File: config.mk
export PLATFORM = sky130hd
export DESIGN_NAME = desc_fetch
export DESIGN_NICKNAME = d
export VERILOG_FILES = /design/src/rtl/dfetch_pkg.sv /design/src/rtl/dfetch_delay.sv /design/src/rtl/dfetch_capture.sv /design/src/rtl/desc_fetch.sv
export SDC_FILE = /design/constraint.sdc
export NUM_CORES = 1
export LEC_CHECK = 0
export ABC_AREA = 1
export BUFFER_PORTS_ARGS = -buffer_cell sky130_fd_sc_hd__buf_4
export CAP_MARGIN = 10
export CELL_PAD_IN_SITES_DETAIL_PLACEMENT = 1
export CELL_PAD_IN_SITES_GLOBAL_PLACEMENT = 2
export CORE_UTILIZATION = 32
export CTS_CLUSTER_DIAMETER = 50
export DETAILED_ROUTE_END_ITERATION = 8
export MAX_ROUTING_LAYER = met4
export PLACE_DENSITY = 0.88
export SLEW_MARGIN = 25
export SYNTH_ARGS = -nofsm -noshare
export SYNTH_HDL_FRONTEND = slang
export SYNTH_SLANG_ARGS = --single-unit
File: constraint.sdc
create_clock -name clk -period 5.45 [get_ports clk]
set_clock_uncertainty 0.2 [all_clocks]
set_input_delay 0.545 -clock clk [delete_from_list [all_inputs] [get_ports clk]]
set_output_delay 0.545 -clock clk [all_outputs]
set_load 0.01 [all_outputs]
File: src/rtl/dfetch_pkg.sv
package dfetch_pkg;

    typedef enum logic [1:0] {
        ST_IDLE,
        ST_READ,
        ST_WAIT,
        ST_ERR
    } fetch_state_t;

    typedef enum logic [1:0] {
        W_CTL,
        W_BUF,
        W_NXT,
        W_FLAG
    } word_sel_t;

    localparam int FLAG_BIT   = 0;
    localparam int WORD_SHIFT = 2;

    function automatic word_sel_t sel_next(input word_sel_t s);
        return word_sel_t'(s + 2'd1);
    endfunction

endpackage

File: src/rtl/dfetch_delay.sv
module dfetch_delay #(
    parameter int DLY_W = 8
) (
    input  logic             clk,
    input  logic             rst,
    input  logic             load,
    input  logic [DLY_W-1:0] load_val,
    input  logic             run,
    output logic             zero
);
    logic [DLY_W-1:0] cnt;

    always_ff @(posedge clk) begin
        if (rst) begin
            cnt <= '0;
        end else if (load) begin
            cnt <= load_val;
        end else if (run && cnt != '0) begin
            cnt <= cnt - 1'b1;
        end
    end

    assign zero = (cnt == '0);
endmodule

File: src/rtl/dfetch_capture.sv
module dfetch_capture
    import dfetch_pkg::*;
#(
    parameter int DW = 32
) (
    input  logic      clk,
    input  logic      rst,
    input  logic      we,
    input  word_sel_t sel,
    input  logic [DW-1:0] wdata,
    output logic [DW-1:0] ctl_q,
    output logic [DW-1:0] buf_q,
    output logic [DW-1:0] nxt_q
);
    always_ff @(posedge clk) begin
        if (rst) begin
            ctl_q <= '0;
            buf_q <= '0;
            nxt_q <= '0;
        end else if (we) begin
            case (sel)
                W_CTL:   ctl_q <= wdata;
                W_BUF:   buf_q <= wdata;
                W_NXT:   nxt_q <= wdata;
                default: ;
            endcase
        end
    end
endmodule

File: src/rtl/desc_fetch.sv
module desc_fetch
    import dfetch_pkg::*;
#(
    parameter int AW    = 32,
    parameter int DW    = 32,
    parameter int DLY_W = 8
) (
    input  logic             clk,
    input  logic             rst,
    input  logic             sw_start,
    input  logic             eng_req,
    input  logic             err_clr,
    input  logic             cfg_poll,
    input  logic [DLY_W-1:0] cfg_dly,
    input  logic             ptr_wr,
    input  logic [AW-1:0]    ptr_wdata,
    output logic             m_req,
    output logic [AW-1:0]    m_addr,
    input  logic             m_done,
    input  logic             m_err,
    input  logic [DW-1:0]    m_rdata,
    output logic             dma_en,
    output logic             err_flag,
    output logic [AW-1:0]    desc_ptr,
    output logic [AW-1:0]    fault_addr,
    output logic [DW-1:0]    eng_ctl,
    output logic [AW-1:0]    eng_addr,
    output logic             eng_start,
    output logic             next_evt,
    output logic             done_evt
);
    localparam logic [AW-1:0] ALIGN_MASK = ~AW'((1 << WORD_SHIFT) - 1);

    fetch_state_t state;
    word_sel_t    sel;
    logic [DW-1:0] cap_ctl, cap_buf, cap_nxt;
    logic go, resp_ok, resp_bad, last, flag_ok, dly_zero, dly_load;

    assign m_req    = (state == ST_READ);
    assign m_addr   = desc_ptr + {{(AW-WORD_SHIFT-2){1'b0}}, sel, {WORD_SHIFT{1'b0}}};
    assign resp_ok  = m_req && m_done && !m_err;
    assign resp_bad = m_req && m_done && m_err;
    assign last     = (sel == W_FLAG);
    assign flag_ok  = m_rdata[FLAG_BIT];
    assign go       = (state == ST_IDLE) &&
                      ((sw_start && !err_flag) || (eng_req && dma_en));
    assign dly_load = resp_ok && last && !flag_ok && cfg_poll;

    dfetch_capture #(.DW(DW)) u_cap (
        .clk(clk), .rst(rst), .we(resp_ok), .sel(sel), .wdata(m_rdata),
        .ctl_q(cap_ctl), .buf_q(cap_buf), .nxt_q(cap_nxt)
    );

    dfetch_delay #(.DLY_W(DLY_W)) u_dly (
        .clk(clk), .rst(rst), .load(dly_load), .load_val(cfg_dly),
        .run(state == ST_WAIT), .zero(dly_zero)
    );

    always_ff @(posedge clk) begin
        if (rst) begin
            state      <= ST_IDLE;
            sel        <= W_CTL;
            dma_en     <= 1'b0;
            err_flag   <= 1'b0;
            desc_ptr   <= '0;
            fault_addr <= '0;
            eng_ctl    <= '0;
            eng_addr   <= '0;
            eng_start  <= 1'b0;
            next_evt   <= 1'b0;
            done_evt   <= 1'b0;
        end else begin
            eng_start <= 1'b0;
            next_evt  <= 1'b0;
            done_evt  <= 1'b0;
            case (state)
                ST_IDLE: begin
                    if (ptr_wr) desc_ptr <= ptr_wdata & ALIGN_MASK;
                    if (go) begin
                        if (sw_start) dma_en <= 1'b1;
                        sel   <= W_CTL;
                        state <= ST_READ;
                    end
                end
                ST_READ: begin
                    if (resp_bad) begin
                        fault_addr <= m_addr;
                        err_flag   <= 1'b1;
                        dma_en     <= 1'b0;
                        sel        <= W_CTL;
                        state      <= ST_ERR;
                    end else if (resp_ok) begin
                        if (!last) begin
                            sel <= sel_next(sel);
                        end else begin
                            sel <= W_CTL;
                            if (flag_ok) begin
                                eng_ctl   <= cap_ctl;
                                eng_addr  <= cap_buf[AW-1:0];
                                desc_ptr  <= cap_nxt[AW-1:0] & ALIGN_MASK;
                                eng_start <= 1'b1;
                                state     <= ST_IDLE;
                            end else begin
                                next_evt <= 1'b1;
                                if (cfg_poll) begin
                                    state <= ST_WAIT;
                                end else begin
                                    dma_en   <= 1'b0;
                                    done_evt <= 1'b1;
                                    state    <= ST_IDLE;
                                end
                            end
                        end
                    end
                end
                ST_WAIT: begin
                    if (dly_zero) state <= ST_READ;
                end
                ST_ERR: begin
                    if (ptr_wr) desc_ptr <= ptr_wdata & ALIGN_MASK;
                    if (err_clr) begin
                        err_flag <= 1'b0;
                        state    <= ST_IDLE;
                    end
                end
                default: state <= ST_IDLE;
            endcase
        end
    end
endmodule

==> summary.txt, run 1 <==
top post-synthesis cells by area - dfxtp_1 (46%), nand2_1 (8.6%), o21ai_0 (7.4%)
endpoint type of the worst setup path - output port
largest family of logic cells by synthesized area - simple AND/OR/NAND/NOR gates
multiplexer area fraction after synthesis - 0.0334
# resized after CTS - 0
post-CTS setup buffers - 0
CP max FO - 4
vertical die dimension - 180 um
sw frac - 0.365
Synth Flop Type - dfxtp_1
Root Driver - clkbuf_16
Adder-Cell Fraction of Synth Area - 0.0168
Max Cap Violations - 0
total number of vias - 9761
RSZ-0062 raised after global routing - false
via-per-instance ratio - 4.93
Initial Utilization - 0.328
antenna viol nets, final - 0
Die X-Extent - 180 um
worst-skew pair later-pin latency - 0.57 ns
Synth top area share - 0.465
Final Instance Count excl. Fillers - 1980
worst vdd ir - 0.000279 V
Comb pwr share - 0.325
worst slew pin tran - 0.992 ns
I/O Buffers - 238
status - complete, but fails checks
setup_tns - 0 ns
WL/cell - 17.9 um
post-synth top area cell - dfxtp_1
nets@finish - 1653
count leader, synth - dfxtp_1
vias in the first global route - 9833
largest net degree at the start of global routing - 63
DRT iter0 DRCs - 486
clk slew on worst S/H paths - 0.06 ns
syn_area_per_cell - 7.44 um^2
CORE AREA - 30800 um^2
Clk pwr share - 0.335
required time worst endpoint - 4.70 ns
slew margin rel. - 0.337
Post-synth EDFFs - 0
dpl cells - 1922
crit path DAT - 2.95 ns
Final setup viols - 0
min Tclk post-route - 3.69 ns
static leakage - 5.57 nW
synthesized area - 10100 um^2
P per Cell Area - 473 nW/um^2
share of layout cells above drive strength 1 - 0.221
post-synthesis sequential area ratio - 0.465
First-pass DRT Iterations - 6
Post-CTS Hold Buffers - 0
HPWL Detailed - 25500 um
Startpoint Class - flop
switching pwr - 2.28 mW
CTS sink count - 235
Max H-tree Level - 1
Synthesis Warnings - 0
Synth cell types - 31
CTS tree - yes
P&R area growth vs syn - 30.1%
num rows - 64
CTS max path bufs - 3
worst hold-check path type - input pin to flop
Post-Synth XOR/XNOR Area - 0.0113
drt total wl - 35400 um
CTS Buf Count - 31
synthesis-stage register bit count - 235
Internal - 3.96 mW
initial antenna violation count - 1
GRT Util Overall - 0.221
IO Count - 247
Slew Viols, Final - 0
Async SR Flop Fraction - 0
cell count after synthesis - 1360
Crit Path Category - flop to output port
failing checks - DRC
GP Congestion - 0.888
sequential power share - 0.340
count of final hold-check violations - 0
Post-synth top cells - dfxtp_1 (235), nand2_1 (233), nor2_1 (187)
Peak Freq - 0.271 GHz
die area - 32300 um^2
Compound-Gate Fraction of Synth Area - 0.164
DRC viols - 14
final worst path period share - 0.677
GRT overflow - 0
simple-gate share of the synthesized area - 0.227
first-pass GRT wire length - 55600 um
==> stage by stage <==
stage | setup slack, ns | hold WS [ns] | utilization | power, mW | instance area [um^2]
after floorplan | 2.93 | 0.230 | - | 3.38 | 10100
after global routing | 1.44 | 0.0278 | 0.427 | 6.59 | 13200
after CTS | 1.76 | 0.0276 | 0.427 | 6.31 | 13200
final | 1.76 | 0.0449 | 0.427 | 6.23 | 13200
after detailed placement | 1.83 | 0.249 | 0.392 | 4.20 | 12100
after global placement | 1.95 | 0.241 | 0.392 | 4.16 | 12100
==> metal layers <==
metal | wire length [um] | track usage
met1 | 16300 | 0.285
met3 | 2150 | 0.0391
met4 | 697 | 0.0538
met2 | 16200 | 0.357
met5 | 0 | -
==> flip-flops by register name (all words and copies together) (netlist names), 2 cells and up <==
| name | cells |
|---|---|
| state | 2 |
| eng_ctl | 32 |
| desc_ptr | 30 |
| u_cap.buf_q | 32 |
| u_cap.ctl_q | 32 |
| u_dly.cnt | 8 |
| sel | 2 |
| fault_addr | 30 |
| u_cap.nxt_q | 30 |
| eng_addr | 32 |
==> worst max-delay path, cell delays in order, from the launching register on <==
cell     delay [ns]
dfxtp_1        0.40
ha_1           0.23
inv_1          0.07
fa_1           0.48
inv_1          0.17
nand3_1        0.20
inv_1          0.17
nand2_1        0.14
inv_1          0.16
nand2_1        0.07
nand2_1        0.08
nand2_1        0.07
buf_4          0.15
==> final timing paths <==
check	from	endpoint	slack (ns)	cells past startpoint
max	sel[0]	m_addr[26]	1.76	12
min	m_rdata[0]	next_evt	0.04	2
max reg2reg	state[1]	eng_ctl[7]	1.85	10
min reg2reg	u_cap.ctl_q[14]	u_cap.ctl_q[14]	0.26	2
==> cells in the final DEF, fill, tap and decap left out, types with 11 or more instances in the layout <==
master and instances:
a21oi_1 143, nand2_1 232, nand3_1 115, o21ai_0 149
inv_1 104, nor2_1 187, buf_4 251, dfxtp_1 235
mux2_2 30, o21bai_1 11, ha_1 12, clkbuf_16 31
o21a_1 14
==> power by group through the flow <==
| stage | combinational, mW | sequential (mW) | clock, mW |
|---|---|---|---|
| floorplan | 1.24 | 2.15 | 0 |
| global placement | 2.01 | 2.15 | 0 |
| detailed placement | 2.04 | 2.16 | 0 |
| CTS | 2.05 | 2.12 | 2.14 |
| global route | 2.23 | 2.15 | 2.21 |
| finish | 2.03 | 2.12 | 2.09 |
==> logic make-up (layout without fill, tap and decap cells) <==
kind of cell / count (synthesis) / in the layout
other: 1 / 7
and+or+nand+nor: 553 / 553
adders and majority gates: 13 / 13
DFF: 235 / 235
buffers and inverters: 196 / 414
AOI/OAI and AO/OA: 319 / 319
muxes: 30 / 30
xor gates and xnor gates: 13 / 13
==> layout make-up <==
| type | instances | area [um^2] |
|---|---|---|
| Fill cell | 3822 | 17700 |
| Sequential cell | 235 | 4700 |
| Multi-Input combinational cell | 934 | 4610 |
| Timing Repair Buffer | 251 | 1880 |
| Clock buffer | 33 | 793 |
| Tap cell | 396 | 495 |
| Inverter | 106 | 399 |
| Clock inverter | 24 | 277 |
| Antenna cell | 1 | 2.50 |
(Power assumes the default switching activity.)
==> run 2: changes to the inputs <==
Settings changed: CORE_UTILIZATION 32 to 30, PLACE_DENSITY 0.88 to 0.83.
Clock period 5.45 ns to 3.8 ns, I/O delays scaled along.
==> summary.txt, run 2 (synthesis results as in run 1) <==
status - finished, final reports clean
crit path DAT - 2.74 ns (-0.21 ns)
total number of vias - 9967 (+2.1%)
WL/cell - 17.6 um (-1.5%)
Final Instance Count excl. Fillers - 2068 (+4.4%)
Final setup viols - 0 (unchanged)
P per Cell Area - 680 nW/um^2 (+44%)
critical-path cell list - ha_1 > inv_1 > fa_1 > inv_1 > nand3_1 > inv_1 > nand2_1 > o21ai_0 > nand2_1 > buf_4
CORE AREA - 32900 um^2 (+6.6%)
DRC viols - 0 (-14)
CP most frequent cell - inv_1
initial antenna violation count - 1 (unchanged)
worst-skew pair later-pin latency - 0.51 ns (-0.06 ns)
endpoint type of the worst setup path - output port
setup_tns - 0 ns (unchanged)
most common cell after layout, fill and taps aside - buf_4
pre-CTS setup slack - 0.989 ns (-0.838 ns)
Cell Area, Placed - 12200 um^2 (+0.79%)
CTS tree - yes
final worst path period share - 0.874
num rows - 66 (+3.1%)
static leakage - 5.82 nW (+4.4%)
CTS max path bufs - 3 (unchanged)
Crit-path slowest cell - fa_1
GP Congestion - 0.871 (-1.9%)
Startpoint Class - flop
Crit Path Category - flop to output port
min Tclk post-route - 3.32 ns
slew margin rel. - 0.361 (+0.0232)
Slew Viols, Final - 0 (unchanged)
WHS Path Cells - 3 (+1)
First-pass DRT Iterations - 5 (-1)
IO Count - 247 (unchanged)
count of final hold-check violations - 0 (unchanged)
reg-to-reg slack, setup - 1.05 ns (-0.80 ns)
reg-to-reg critical path endpoint - u_cap.buf_q[14]
Worst R2R Path Depth - 9 (-1)
worst hold-check path type - input pin to flop
final hold slack - 0.0199 ns (-0.0250 ns)
overall power - 9.36 mW (+50%)
I/O Buffers - 238 (unchanged)
reg2reg start - state[1]
share of layout cells above drive strength 1 - 0.218 (-0.00312)
Root Driver - clkbuf_16
Finished Cell Area - 13800 um^2 (+4.6%)
largest net degree at the start of global routing - 81 (+29%)
GRT Util Overall - 0.215 (-0.00639)
RSZ-0062 raised after global routing - false
post-CTS setup buffers - 0 (unchanged)
launch point of the worst hold path - m_rdata[20]
required time worst endpoint - 3.22 ns (-1.48 ns)
clk slew on worst S/H paths - 0.05 ns (about the same)
DRT iter0 DRCs - 415 (-15%)
first-pass GRT wire length - 55600 um (unchanged)
P&R area growth vs syn - 36.1%
antenna viol nets, final - 0 (unchanged)
dpl cells - 1970 (+2.5%)
# resized after CTS - 0 (unchanged)
HPWL Detailed - 25700 um (+0.89%)
drt total wl - 36400 um (+2.9%)
CTS Buf Count - 35 (+13%)
CTS sink count - 235 (unchanged)
Worst Slack Setup Final - 0.480 ns (-1.28 ns)
die area - 34500 um^2 (+6.6%)
Hold Path Sink - u_cap.buf_q[20]
Max Cap Violations - 0 (unchanged)
Largest stage delay, worst path - 0.44 ns (-0.04 ns)
Max H-tree Level - 2 (+1)
Initial Utilization - 0.308 (-0.0203)
vertical die dimension - 186 um (+3.2%)
vias in the first global route - 9983 (+1.5%)
CP max FO - 4 (unchanged)
post-layout util - 0.419 (-0.00796)
worst slew pin tran - 0.959 ns (-0.0334 ns)
via-per-instance ratio - 4.82 (-2.2%)
Peak Freq - 0.301 GHz
Post-CTS Hold Buffers - 35 (+35)
worst vdd ir - 0.000352 V (+26%)
nets@finish - 1694 (+2.5%)
Die X-Extent - 186 um (+3.2%)
commonest cells after routing, fill and taps aside - buf_4 (251), dfxtp_1 (235), nand2_1 (233)
GRT overflow - 0 (unchanged)
## run 2: changes by cell type in the layout (fill, tap and decap cells not counted), moves of 2 or more
cell / before / now
bufinv_16: 3 / 5
clkinvlp_4: 5 / 3
dlygate4sd3_1: 0 / 35
clkinv_4: 5 / 2
inv_8: 2 / 0
clkbuf_16: 31 / 36
clkbuf_8: 1 / 5
buf_12: 0 / 2
## run 2: how the worst max path moves through the flow
stage                      from    endpoint  slack, ns  cells after the start
floorplan           desc_ptr[2]  m_addr[18]       1.44                      9
global placement         sel[0]  m_addr[18]       1.06                     10
detailed placement       sel[0]  m_addr[18]       0.99                     10
CTS                      sel[0]  m_addr[18]       0.42                     10
global route             sel[0]  m_addr[18]       0.20                     10
finish                   sel[0]  m_addr[18]       0.48                     10
## run 2: layout make-up
type | count | area, um^2
diodes | 2 | 5.00
clock buffers | 43 | 977
clock inverters | 18 | 253
fillers | 4058 | 19100
inverters | 106 | 399
multi-input cells | 934 | 4600
flip-flops and latches | 235 | 4700
well taps | 442 | 553
repair buffers | 288 | 2270
## run 2: routing by layer
metal / up-vias / global-route usage / share of wire
met5: - / - / 0
met4: 0 / 0.0544 / 0.016
met3: 41 / 0.0391 / 0.061
met2: 272 / 0.352 / 0.47
met1: 4752 / 0.271 / 0.45
li1: 4902 / - / -
## run 2: report_power, final
part           leakage [nW]  internal [mW]  switching (mW)  total, mW
Combinational          3.32           1.20            1.74       2.94
Sequential             1.90           2.75           0.288       3.03
Clock                 0.597           2.18            1.21       3.39
## run 2: worst max-delay path: cells and delay by family, from the launching register on
kind	cells	cell delay, ns
buffers and inverters	4	0.53
flip-flops	1	0.39
adder cells (fa/ha/maj)	2	0.66
AND/OR/NAND/NOR	3	0.42
AO/OA/AOI/OAI	1	0.24
